`config.mk`:
```
export PLATFORM = sky130hd
export DESIGN_NAME = serial_port_regs
export DESIGN_NICKNAME = d
export VERILOG_FILES = /design/src/rtl/serial_port_regs_pkg.sv /design/src/rtl/srp_rx_fifo.sv /design/src/rtl/srp_ident_fsm.sv /design/src/rtl/srp_tx_stage.sv /design/src/rtl/serial_port_regs.sv
export SDC_FILE = /design/constraint.sdc
export NUM_CORES = 1
export LEC_CHECK = 0
export ABC_CLOCK_PERIOD_IN_PS = 3700
export BUFFER_PORTS_ARGS = -buffer_cell sky130_fd_sc_hd__clkbuf_2
export CORE_MARGIN = 1
export CORE_UTILIZATION = 51
export CTS_BUF_LIST = sky130_fd_sc_hd__clkbuf_16
export CTS_CLUSTER_DIAMETER = 200
export DETAILED_ROUTE_END_ITERATION = 6
export MAX_ROUTING_LAYER = met4
export PLACE_DENSITY = 0.68
export SYNTH_ARGS = -nofsm -noshare
export SYNTH_HDL_FRONTEND = slang
export SYNTH_SLANG_ARGS = --single-unit
```
`constraint.sdc`:
```
create_clock -name clk -period 3.7 [get_ports clk]
set_input_delay 0.74 -clock clk [delete_from_list [all_inputs] [get_ports clk]]
set_output_delay 0.74 -clock clk [all_outputs]
set_load 0.02 [all_outputs]
```
`src/rtl/serial_port_regs_pkg.sv`:
```
package serial_port_regs_pkg;

    localparam int BYTE_W = 8;

    // Register offsets on the byte bus
    typedef enum logic [2:0] {
        OFS_HOLD      = 3'd0,
        OFS_IEN       = 3'd1,
        OFS_IDENT     = 3'd2,
        OFS_LINECTL   = 3'd3,
        OFS_MODEMCTL  = 3'd4,
        OFS_LINESTAT  = 3'd5,
        OFS_MODEMSTAT = 3'd6,
        OFS_SCRATCH   = 3'd7
    } reg_ofs_e;

    // Line control bit that overlays the divisor on offsets 0 and 1
    localparam int DIV_ACCESS_BIT = 7;

    // Line status bit positions
    localparam int LS_DATA_READY = 0;
    localparam int LS_OVERRUN    = 1;
    localparam int LS_THR_EMPTY  = 5;
    localparam int LS_TX_IDLE    = 6;

    // Value returned by a data read with nothing buffered
    localparam logic [BYTE_W-1:0] EMPTY_READ = 8'hFF;
    // Transmit byte that is swallowed
    localparam logic [BYTE_W-1:0] TX_DROP    = 8'hFF;

    typedef enum logic {
        IDENT_ODD,
        IDENT_EVEN
    } ident_state_e;

endpackage

```
`src/rtl/srp_rx_fifo.sv`:
```
module srp_rx_fifo #(
    parameter int WIDTH = 8,
    parameter int DEPTH = 16
) (
    input  logic                          clk,
    input  logic                          rst_n,
    input  logic                          push,
    input  logic [WIDTH-1:0]              push_data,
    input  logic                          pop,
    output logic [WIDTH-1:0]              head_data,
    output logic                          full,
    output logic                          empty,
    output logic [$clog2(DEPTH+1)-1:0]    fill
);
    localparam int AW = (DEPTH > 1) ? $clog2(DEPTH) : 1;
    localparam int CW = $clog2(DEPTH + 1);
    localparam logic [AW-1:0] LAST = AW'(DEPTH - 1);
    localparam logic [CW-1:0] FULL_CNT = CW'(DEPTH);

    logic [WIDTH-1:0] mem [DEPTH];
    logic [AW-1:0]    wr_ptr;
    logic [AW-1:0]    rd_ptr;
    logic [CW-1:0]    count;
    logic             do_push;
    logic             do_pop;

    assign full    = (count == FULL_CNT);
    assign empty   = (count == '0);
    assign do_push = push && !full;
    assign do_pop  = pop && !empty;
    assign head_data = mem[rd_ptr];
    assign fill    = count;

    always_ff @(posedge clk) begin
        if (do_push) begin
            mem[wr_ptr] <= push_data;
        end
    end

    always_ff @(posedge clk) begin
        if (!rst_n) begin
            wr_ptr <= '0;
            rd_ptr <= '0;
            count  <= '0;
        end else begin
            if (do_push) begin
                wr_ptr <= (wr_ptr == LAST) ? '0 : wr_ptr + 1'b1;
            end
            if (do_pop) begin
                rd_ptr <= (rd_ptr == LAST) ? '0 : rd_ptr + 1'b1;
            end
            unique case ({do_push, do_pop})
                2'b10:   count <= count + 1'b1;
                2'b01:   count <= count - 1'b1;
                default: count <= count;
            endcase
        end
    end

endmodule

```
`src/rtl/srp_ident_fsm.sv`:
```
module srp_ident_fsm
    import serial_port_regs_pkg::*;
(
    input  logic              clk,
    input  logic              rst_n,
    input  logic              rd_ident,
    output logic [BYTE_W-1:0] ident_value
);
    ident_state_e state_q;
    ident_state_e state_d;

    // Next-state logic and state register
    always_comb begin
        state_d = state_q;
        if (rd_ident) begin
            unique case (state_q)
                IDENT_ODD:  state_d = IDENT_EVEN;
                IDENT_EVEN: state_d = IDENT_ODD;
            endcase
        end
    end

    always_ff @(posedge clk) begin
        if (!rst_n) begin
            state_q <= IDENT_ODD;
        end else begin
            state_q <= state_d;
        end
    end

    // Output decode
    always_comb begin
        unique case (state_q)
            IDENT_ODD:  ident_value = 8'h01;
            IDENT_EVEN: ident_value = 8'h00;
        endcase
    end

endmodule

```
`src/rtl/srp_tx_stage.sv`:
```
module srp_tx_stage
    import serial_port_regs_pkg::*;
(
    input  logic              clk,
    input  logic              rst_n,
    input  logic              wr_hold,
    input  logic [BYTE_W-1:0] wr_data,
    output logic              tx_valid,
    output logic [BYTE_W-1:0] tx_data
);
    always_ff @(posedge clk) begin
        if (!rst_n) begin
            tx_valid <= 1'b0;
            tx_data  <= '0;
        end else begin
            tx_valid <= wr_hold && (wr_data != TX_DROP);
            if (wr_hold) begin
                tx_data <= wr_data;
            end
        end
    end

endmodule

```
`src/rtl/serial_port_regs.sv`:
```
module serial_port_regs
    import serial_port_regs_pkg::*;
#(
    parameter int RX_DEPTH = 16
) (
    input  logic              clk,
    input  logic              rst_n,
    input  logic              bus_rd,
    input  logic              bus_wr,
    input  logic [2:0]        bus_addr,
    input  logic [7:0]        bus_wdata,
    output logic [7:0]        bus_rdata,
    input  logic              rx_valid,
    input  logic [7:0]        rx_data,
    output logic              rx_ready,
    output logic              tx_valid,
    output logic [7:0]        tx_data,
    output logic              irq
);
    localparam int CW = $clog2(RX_DEPTH + 1);

    reg_ofs_e          ofs;
    logic [BYTE_W-1:0] line_ctl_q;
    logic [BYTE_W-1:0] int_en_q;
    logic [BYTE_W-1:0] modem_ctl_q;
    logic [BYTE_W-1:0] scratch_q;
    logic [2*BYTE_W-1:0] divisor_q;
    logic              overrun_q;
    logic              irq_q;
    logic              div_access;
    logic              rx_full;
    logic              rx_empty;
    logic [BYTE_W-1:0] rx_head;
    logic [CW-1:0]     fill_level;
    logic              push_ok;
    logic              push_lost;
    logic              pop_req;
    logic              rd_ident;
    logic              wr_hold;
    logic [BYTE_W-1:0] ident_value;
    logic [BYTE_W-1:0] line_stat;

    assign ofs        = reg_ofs_e'(bus_addr);
    assign div_access = line_ctl_q[DIV_ACCESS_BIT];
    assign rx_ready   = !rx_full;
    assign push_ok    = rx_valid && !rx_full;
    assign push_lost  = rx_valid && rx_full;
    assign pop_req    = bus_rd && (ofs == OFS_HOLD) && !div_access;
    assign rd_ident   = bus_rd && (ofs == OFS_IDENT);
    assign wr_hold    = bus_wr && (ofs == OFS_HOLD) && !div_access;

    srp_rx_fifo #(
        .WIDTH (BYTE_W),
        .DEPTH (RX_DEPTH)
    ) rx_fifo_i (
        .clk       (clk),
        .rst_n     (rst_n),
        .push      (push_ok),
        .push_data (rx_data),
        .pop       (pop_req),
        .head_data (rx_head),
        .full      (rx_full),
        .empty     (rx_empty),
        .fill      (fill_level)
    );

    srp_ident_fsm ident_i (
        .clk         (clk),
        .rst_n       (rst_n),
        .rd_ident    (rd_ident),
        .ident_value (ident_value)
    );

    srp_tx_stage tx_i (
        .clk      (clk),
        .rst_n    (rst_n),
        .wr_hold  (wr_hold),
        .wr_data  (bus_wdata),
        .tx_valid (tx_valid),
        .tx_data  (tx_data)
    );

    // Register writes
    always_ff @(posedge clk) begin
        if (!rst_n) begin
            line_ctl_q  <= '0;
            int_en_q    <= '0;
            modem_ctl_q <= '0;
            scratch_q   <= '0;
            divisor_q   <= '0;
        end else if (bus_wr) begin
            unique case (ofs)
                OFS_HOLD: begin
                    if (div_access) divisor_q[BYTE_W-1:0] <= bus_wdata;
                end
                OFS_IEN: begin
                    if (div_access) divisor_q[2*BYTE_W-1:BYTE_W] <= bus_wdata;
                    else            int_en_q <= bus_wdata;
                end
                OFS_LINECTL:  line_ctl_q  <= bus_wdata;
                OFS_MODEMCTL: modem_ctl_q <= bus_wdata;
                OFS_SCRATCH:  scratch_q   <= bus_wdata;
                OFS_IDENT, OFS_LINESTAT, OFS_MODEMSTAT: begin
                end
            endcase
        end
    end

    // Sticky overrun and interrupt pulse
    always_ff @(posedge clk) begin
        if (!rst_n) begin
            overrun_q <= 1'b0;
            irq_q     <= 1'b0;
        end else begin
            if (push_lost) begin
                overrun_q <= 1'b1;
            end else if (bus_rd && (ofs == OFS_LINESTAT)) begin
                overrun_q <= 1'b0;
            end
            irq_q <= push_ok && int_en_q[0];
        end
    end

    assign irq = irq_q;

    always_comb begin
        line_stat = '0;
        line_stat[LS_DATA_READY] = !rx_empty;
        line_stat[LS_OVERRUN]    = overrun_q;
        line_stat[LS_THR_EMPTY]  = 1'b1;
        line_stat[LS_TX_IDLE]    = 1'b1;
    end

    // Read data mux
    always_comb begin
        bus_rdata = '0;
        if (bus_rd) begin
            unique case (ofs)
                OFS_HOLD: begin
                    if (div_access)    bus_rdata = divisor_q[BYTE_W-1:0];
                    else if (rx_empty) bus_rdata = EMPTY_READ;
                    else               bus_rdata = rx_head;
                end
                OFS_IEN:       bus_rdata = div_access ? divisor_q[2*BYTE_W-1:BYTE_W] : int_en_q;
                OFS_IDENT:     bus_rdata = ident_value;
                OFS_LINECTL:   bus_rdata = line_ctl_q;
                OFS_MODEMCTL:  bus_rdata = modem_ctl_q;
                OFS_LINESTAT:  bus_rdata = line_stat;
                OFS_MODEMSTAT: bus_rdata = '0;
                OFS_SCRATCH:   bus_rdata = scratch_q;
            endcase
        end
    end

endmodule

```
==> flow_metrics.py, run 1 <==
metrics = {
    "die": {
        "io_pins": 43,
        "dieArea_um2": 17800,
        "die_w_um": 134,
        "initial_core_util": 0.526,
        "dieHeight_um": 134,
        "coreArea_um2": 16800,
        "num_rows": 47,
    },
    "placed_design": {
        "routabilityCongestion": 0.857,
        "place.detailed.hpwl_mm": 13.1,
        "port_buffers": 42,
    },
    "timing": {
        "setup_viol": 0,
        "hold_slack_ns": 0.465,
        "timing.final.max_slew_violations": 0,
        "rsz0062_at_grt": "false",
        "worst_pin_slew_ns": 0.954,
        "max_freq_mhz": 286,
        "hold_viol": 0,
        "period_share": 0.945,
        "min_period_ns": 3.50,
        "relSlewSlack": 0.362,
        "skew_ns": 0.0209,
        "tns_ns": 0,
    },
    "hold_path": {
        "hold_end": "modem_ctl_q[7]",
        "hold_path_class": "flip-flop to flip-flop",
        "worstHoldStart": "modem_ctl_q[7]",
        "min_path_cells": 2,
    },
    "clock_tree": {
        "cts_tree": "yes",
        "postCtsSetupRepairBufs": 0,
        "cts_buffer_depth": 3,
        "numCtsBuffers": 22,
        "cts_resized": 0,
        "insertion_delay_ns": 0.51,
        "cts-root-buf": "clkbuf_16",
        "cts.clk_slew.worst_paths_ns": 0.06,
        "htreeDepth": 1,
        "cts.sinks": 205,
        "postCtsHoldBufs": 0,
    },
    "global_routing": {
        "grt_pass1_wl_mm": 31.2,
        "grt_max_degree": 48,
        "antenna_found_initial": 0,
        "grt_overflow": 0,
        "track_usage": 0.237,
        "grt_pass1_vias": 5487,
    },
    "detailed_routing": {
        "via_per_inst": 5.85,
        "final_antenna_net_count": 0,
        "drc_errors": 0,
        "drtIter0Drc": 377,
        "routed-via-count": 5449,
        "wl_per_cell_um": 20.9,
        "routed_wl_mm": 19.5,
        "first_pass_iters": 4,
    },
    "logic_synthesis": {
        "synth_edf_count": 128,
        "ys.flop_type": "edfxtp_1",
        "synth_seq_cells": 205,
        "syn_area_per_cell_um2": 13.4,
        "synth_nets": 691,
        "asyncSetResetFlopFracSynth": 0,
        "synth_cell_types": 57,
        "netlist_instances": 658,
        "yosysWarnings": 0,
        "syn-cell-area_um2": 8820,
        "ys_seq_area_frac": 0.611,
    },
    "setup_path": {
        "crit_path_max_incr_delay_ns": 0.68,
        "crit_buf_inv": 2,
        "endpoint_kind": "output pin",
        "cp_max_fo": 22,
        "slowest_stage": "mux4_1",
        "cp_data_arrival_time_ns": 2.76,
        "critPathTopFamily": "multiplexers",
        "reg2regPathDepth": 12,
        "cp_cell_sequence": "buf_4 -> mux4_1 -> mux4_2 -> nor2_1 -> nor3_1 -> clkbuf_2",
        "reg2reg_slack_ns": 0.80,
        "cp.required_ns": 2.96,
        "r2r_start": "rx_fifo_i.fill[1]",
        "worstReg2RegEnd": "rx_fifo_i.fill[4]",
        "crit_type": "flip-flop to output pin",
        "worst_setup_path_start_kind": "flip-flop",
    },
    "power": {
        "p_leak_nw": 3.45,
        "ir_drop_mv": 0.518,
        "total_power_mw": 4.94,
        "power_density_nw_per_um2": 495,
    },
    "finish": {
        "layout_commonest_cell": "edfxtp_1",
        "drive_gt1_frac": 0.176,
        "regArea_um2": 5390,
        "multiInputGateArea_um2": 3180,
        "nFillCells": 1302,
        "area_delta_synth_final_pct": 13.0,
        "layout_common_cells": "128 x edfxtp_1, 76 x dfxtp_1, 69 x nand2_1, 53 x mux2i_1, 44 x nor2b_1",
        "n_antenna_cell": 0,
        "fin_nets": 731,
    },
    "run_status": {
        "outcome": "completed",
    },
    "flow_run": {
        "cap_violations": 0,
    },
}
==> how the worst max path moves through the flow <==
stage	startpoint	slack (ns)	depth (start not counted)	to
2_1_floorplan	bus_addr[0]	0.54	13	rx_fifo_i.fill[4]
3_3_place_gp	bus_addr[0]	0.45	13	rx_fifo_i.fill[4]
3_5_place_dp	bus_addr[0]	0.35	13	rx_fifo_i.fill[4]
4_1_cts	flip-flop	0.03	7	bus_rdata[6]
5_1_grt	flip-flop	0.02	5	bus_rdata[1]
6_report	flip-flop	0.20	6	bus_rdata[0]
==> power breakdown <==
part / switching, mW / internal, mW
combinational: 0.160 / 0.0952
clock: 0.869 / 1.33
sequential: 0.0223 / 2.46
==> state kept, by name, indices dropped and copies added (netlist names), 4 cells and up, named ones only <==
register and count:
rx_fifo_i.mem 128, divisor_q 16, int_en_q 8, line_ctl_q 8
modem_ctl_q 8, scratch_q 8, tx_i.tx_data 8, rx_fifo_i.fill 5
rx_fifo_i.rd_ptr 4, rx_fifo_i.wr_ptr 4
==> logic make-up (layout without fill, tap and decap cells) <==
family                     Yosys count  after routing  synth area share
adders and majority gates            9              9            0.0128
AOI/OAI and AO/OA                   97             97            0.0780
muxes                               86             86             0.147
and+or+nand+nor                    198            198             0.115
xor gates and xnor gates             8              8           0.00794
DFF                                205            205             0.611
buffers and inverters               55            109            0.0287
==> synthesized netlist by cell type (all sizes together) (3+ instances only) <==
library cell	instances	share of area
o22ai	6	0.0043
buf	21	0.014
nor3	11	0.0075
nor4	3	0.0038
nor2	28	0.012
dfxtp	77	0.17
a22oi	7	0.0060
ha	9	0.013
o32ai	3	0.0030
a21boi	29	0.025
nor2b	44	0.031
a21oi	15	0.0085
and2	6	0.0043
clkbuf	25	0.011
edfxtp	128	0.44
nand2b	9	0.0064
a21o	3	0.0026
xor2	5	0.0050
o21a	6	0.0051
inv	9	0.0038
nand3	10	0.0057
o21ai	11	0.0062
a211oi	5	0.0043
or2	3	0.0021
mux2i	53	0.060
nand2	70	0.030
mux4	32	0.086
xnor2	3	0.0030
==> metal layers <==
layer	up-vias	routed length, um	global-route usage
li1	2520	-	-
met1	2775	8830	0.324
met5	-	0	-
met2	135	9450	0.382
met4	0	247	0.0499
met3	19	976	0.0323
==> worst min-delay path, delay by kind of cell (launching register included) <==
kind             cells  cell delay [ns]
AO/OA/AOI/OAI        1             0.06
AND/OR/NAND/NOR      1             0.05
flip-flops           1             0.31
==> through the flow <==
| step | util | worst slack [ns] | cells | area, um2 |
|---|---|---|---|---|
| floorplan | - | 0.536 | 658 | 8820 |
| global placement | 0.551 | 0.446 | 894 | 9240 |
| detailed placement | 0.551 | 0.354 | 894 | 9240 |
| CTS | 0.595 | 0.0251 | 932 | 9970 |
| global route | 0.595 | 0.0233 | 932 | 9970 |
| finish | 0.595 | 0.202 | 932 | 9970 |
==> layout make-up <==
cell class,instances,area share
clock buffer,23,0.0577
tap,220,0.0276
timing repair buffer,62,0.0361
multi-input combinational,398,0.319
clock inverter,15,0.0156
sequential,205,0.540
inverter,9,0.00339
Power figures use the tool's default switching activity.
==> inputs of run 2 (changes only) <==
--- a/config.mk
+++ b/config.mk
@@ -5,7 +5,7 @@
 export SDC_FILE = /design/constraint.sdc
 export NUM_CORES = 1
 export LEC_CHECK = 0
-export ABC_CLOCK_PERIOD_IN_PS = 3700
+export ABC_CLOCK_PERIOD_IN_PS = 4400
 export BUFFER_PORTS_ARGS = -buffer_cell sky130_fd_sc_hd__clkbuf_2
 export CORE_MARGIN = 1
 export CORE_UTILIZATION = 51
==> constraint.sdc (replaced) <==
create_clock -name clk -period 4.4 [get_ports clk]
set_input_delay 0.88 -clock clk [delete_from_list [all_inputs] [get_ports clk]]
set_output_delay 0.88 -clock clk [all_outputs]
set_load 0.02 [all_outputs]
==> run 2 against run 1 <==
Clock power down 21%; first-iteration DRC count up 21%; clock-buffer cell count up 1; register-to-register slack better by 0.63 ns; design area down 1.1%; total power down 18%; critical path depth unchanged; via count down 1.9%; combinational power down 18%; largest cell class unchanged.
==> flow_metrics.py, run 2 (same netlist as run 1, synthesis figures left out) <==
metrics = {
    "detailed_routing": {
        "drc_errors": 0,
        "first_pass_iters": 5,
        "final_antenna_net_count": 0,
        "routed-via-count": 5346,
        "drtIter0Drc": 458,
        "wl_per_cell_um": 20.1,
        "routed_wl_mm": 18.5,
        "via_per_inst": 5.80,
    },
    "run_status": {
        "outcome": "completed",
    },
    "finish": {
        "largest_reg_flops": 128,
        "regArea_um2": 5390,
        "area_delta_synth_final_pct": 11.8,
        "drive_gt1_frac": 0.164,
        "nFillCells": 1330,
        "fin_nets": 722,
        "reg.largest.list": "rx_fifo_i.mem: 128 flops, divisor_q: 16 flops",
        "top_register": "rx_fifo_i.mem",
        "layout_common_cells": "128 x edfxtp_1, 77 x dfxtp_1, 69 x nand2_1, 53 x mux2i_1, 44 x nor2b_1",
        "layout_commonest_cell": "edfxtp_1",
        "n_antenna_cell": 0,
        "multiInputGateArea_um2": 3180,
    },
    "global_routing": {
        "grt_overflow": 0,
        "grt_pass1_vias": 5247,
        "track_usage": 0.220,
        "antenna_found_initial": 0,
        "grt_max_degree": 77,
        "grt_pass1_wl_mm": 28.9,
    },
    "setup_path": {
        "worst_setup_path_start_kind": "flip-flop",
        "r2r_start": "rx_fifo_i.fill[1]",
        "crit_type": "flip-flop to output pin",
        "cp.required_ns": 3.52,
        "worstReg2RegEnd": "rx_fifo_i.fill[4]",
        "crit_buf_inv": 1,
        "reg2regPathDepth": 12,
        "endpoint_kind": "output pin",
        "critPathTopFamily": "flip-flops",
        "cp_cell_sequence": "mux4_2 -> mux2i_1 -> nor2_1 -> a311oi_1 -> o21ai_0 -> clkbuf_2",
        "cp_max_fo": 16,
        "slowest_stage": "dfxtp_1",
        "cp_data_arrival_time_ns": 3.11,
        "crit_path_max_incr_delay_ns": 0.93,
        "reg2reg_slack_ns": 1.43,
    },
    "timing": {
        "rsz0062_at_grt": "false",
        "hold_viol": 0,
        "skew_ns": 0.0180,
        "relSlewSlack": 0.178,
        "tns_ns": 0,
        "timing.final.max_slew_violations": 0,
        "worst_pin_slew_ns": 1.23,
        "max_freq_mhz": 251,
        "hold_slack_ns": 0.470,
        "setup_viol": 0,
        "min_period_ns": 3.99,
        "period_share": 0.906,
    },
    "power": {
        "power_density_nw_per_um2": 409,
        "total_power_mw": 4.04,
        "ir_drop_mv": 0.322,
        "p_leak_nw": 3.37,
    },
    "clock_tree": {
        "insertion_delay_ns": 0.50,
        "numCtsBuffers": 22,
        "cts_buffer_depth": 3,
        "cts.clk_slew.worst_paths_ns": 0.06,
        "cts.sinks": 205,
        "postCtsSetupRepairBufs": 0,
        "cts_resized": 0,
        "cts_tree": "yes",
        "htreeDepth": 1,
        "cts-root-buf": "clkbuf_16",
        "postCtsHoldBufs": 0,
    },
    "flow_run": {
        "cap_violations": 0,
    },
    "die": {
        "initial_core_util": 0.526,
        "dieHeight_um": 134,
        "io_pins": 43,
        "coreArea_um2": 16800,
        "dieArea_um2": 17800,
        "die_w_um": 134,
        "num_rows": 47,
    },
    "placed_design": {
        "place.detailed.hpwl_mm": 12.5,
        "routabilityCongestion": 0.875,
        "port_buffers": 42,
    },
    "hold_path": {
        "worstHoldStart": "scratch_q[3]",
        "hold_path_class": "flip-flop to flip-flop",
        "hold_end": "scratch_q[3]",
        "min_path_cells": 2,
    },
}
==> run 2: power by group <==
part	internal [mW]	switching [mW]
sequential	2.07	0.0192
combinational	0.0785	0.131
clock	1.04	0.707
==> run 2: through the flow <==
step           instance area (um2)  utilization  setup slack [ns]  cells
2_1_floorplan                 8820            -              1.10    658
4_1_cts                       9860        0.588             0.389    922
6_report                      9860        0.588             0.412    922
5_1_grt                       9860        0.588             0.239    922
3_5_place_dp                  9170        0.547             0.828    885
3_3_place_gp                  9170        0.547             0.915    885
==> run 2: area by class of cell <==
| cell class | instances | share of cell area |
|---|---|---|
| Inverter | 9 | 0.00343 |
| Clock buffer | 24 | 0.0609 |
| Tap cell | 220 | 0.0279 |
| Clock inverter | 13 | 0.00914 |
| Timing Repair Buffer | 53 | 0.0297 |
| Multi-Input combinational cell | 398 | 0.323 |
| Sequential cell | 205 | 0.546 |
==> run 2: worst max path at each step <==
| stage | from | depth (start not counted) | to |
|---|---|---|---|
| after global placement | flip-flop | 6 | bus_rdata[1] |
| after CTS | flip-flop | 6 | bus_rdata[1] |
| after detailed placement | bus_addr[0] | 12 | rx_fifo_i.fill[2] |
| after global routing | flip-flop | 6 | bus_rdata[1] |
| final | flip-flop | 6 | bus_rdata[1] |
| after floorplan | bus_addr[0] | 13 | rx_fifo_i.fill[4] |
==> run 2: worst register-to-register path, delay by kind of cell, from the launching register on <==
kind | cells | cell delay [ns]
AO/OA/AOI/OAI | 4 | 1.00
adder cells (fa/ha/maj) | 2 | 0.58
buffers and inverters | 1 | 0.10
AND/OR/NAND/NOR | 3 | 0.44
XOR/XNOR | 2 | 0.21
flip-flops | 1 | 0.52
==> run 2: routing by layer <==
metal  vias to the layer above  GRT usage  part of all wire
li1                       2504          -                 -
met1                      2649      0.298              0.44
met2                       171      0.353              0.48
met3                        22     0.0335             0.061
met4                         0     0.0505             0.013
met5                         -          -                 0
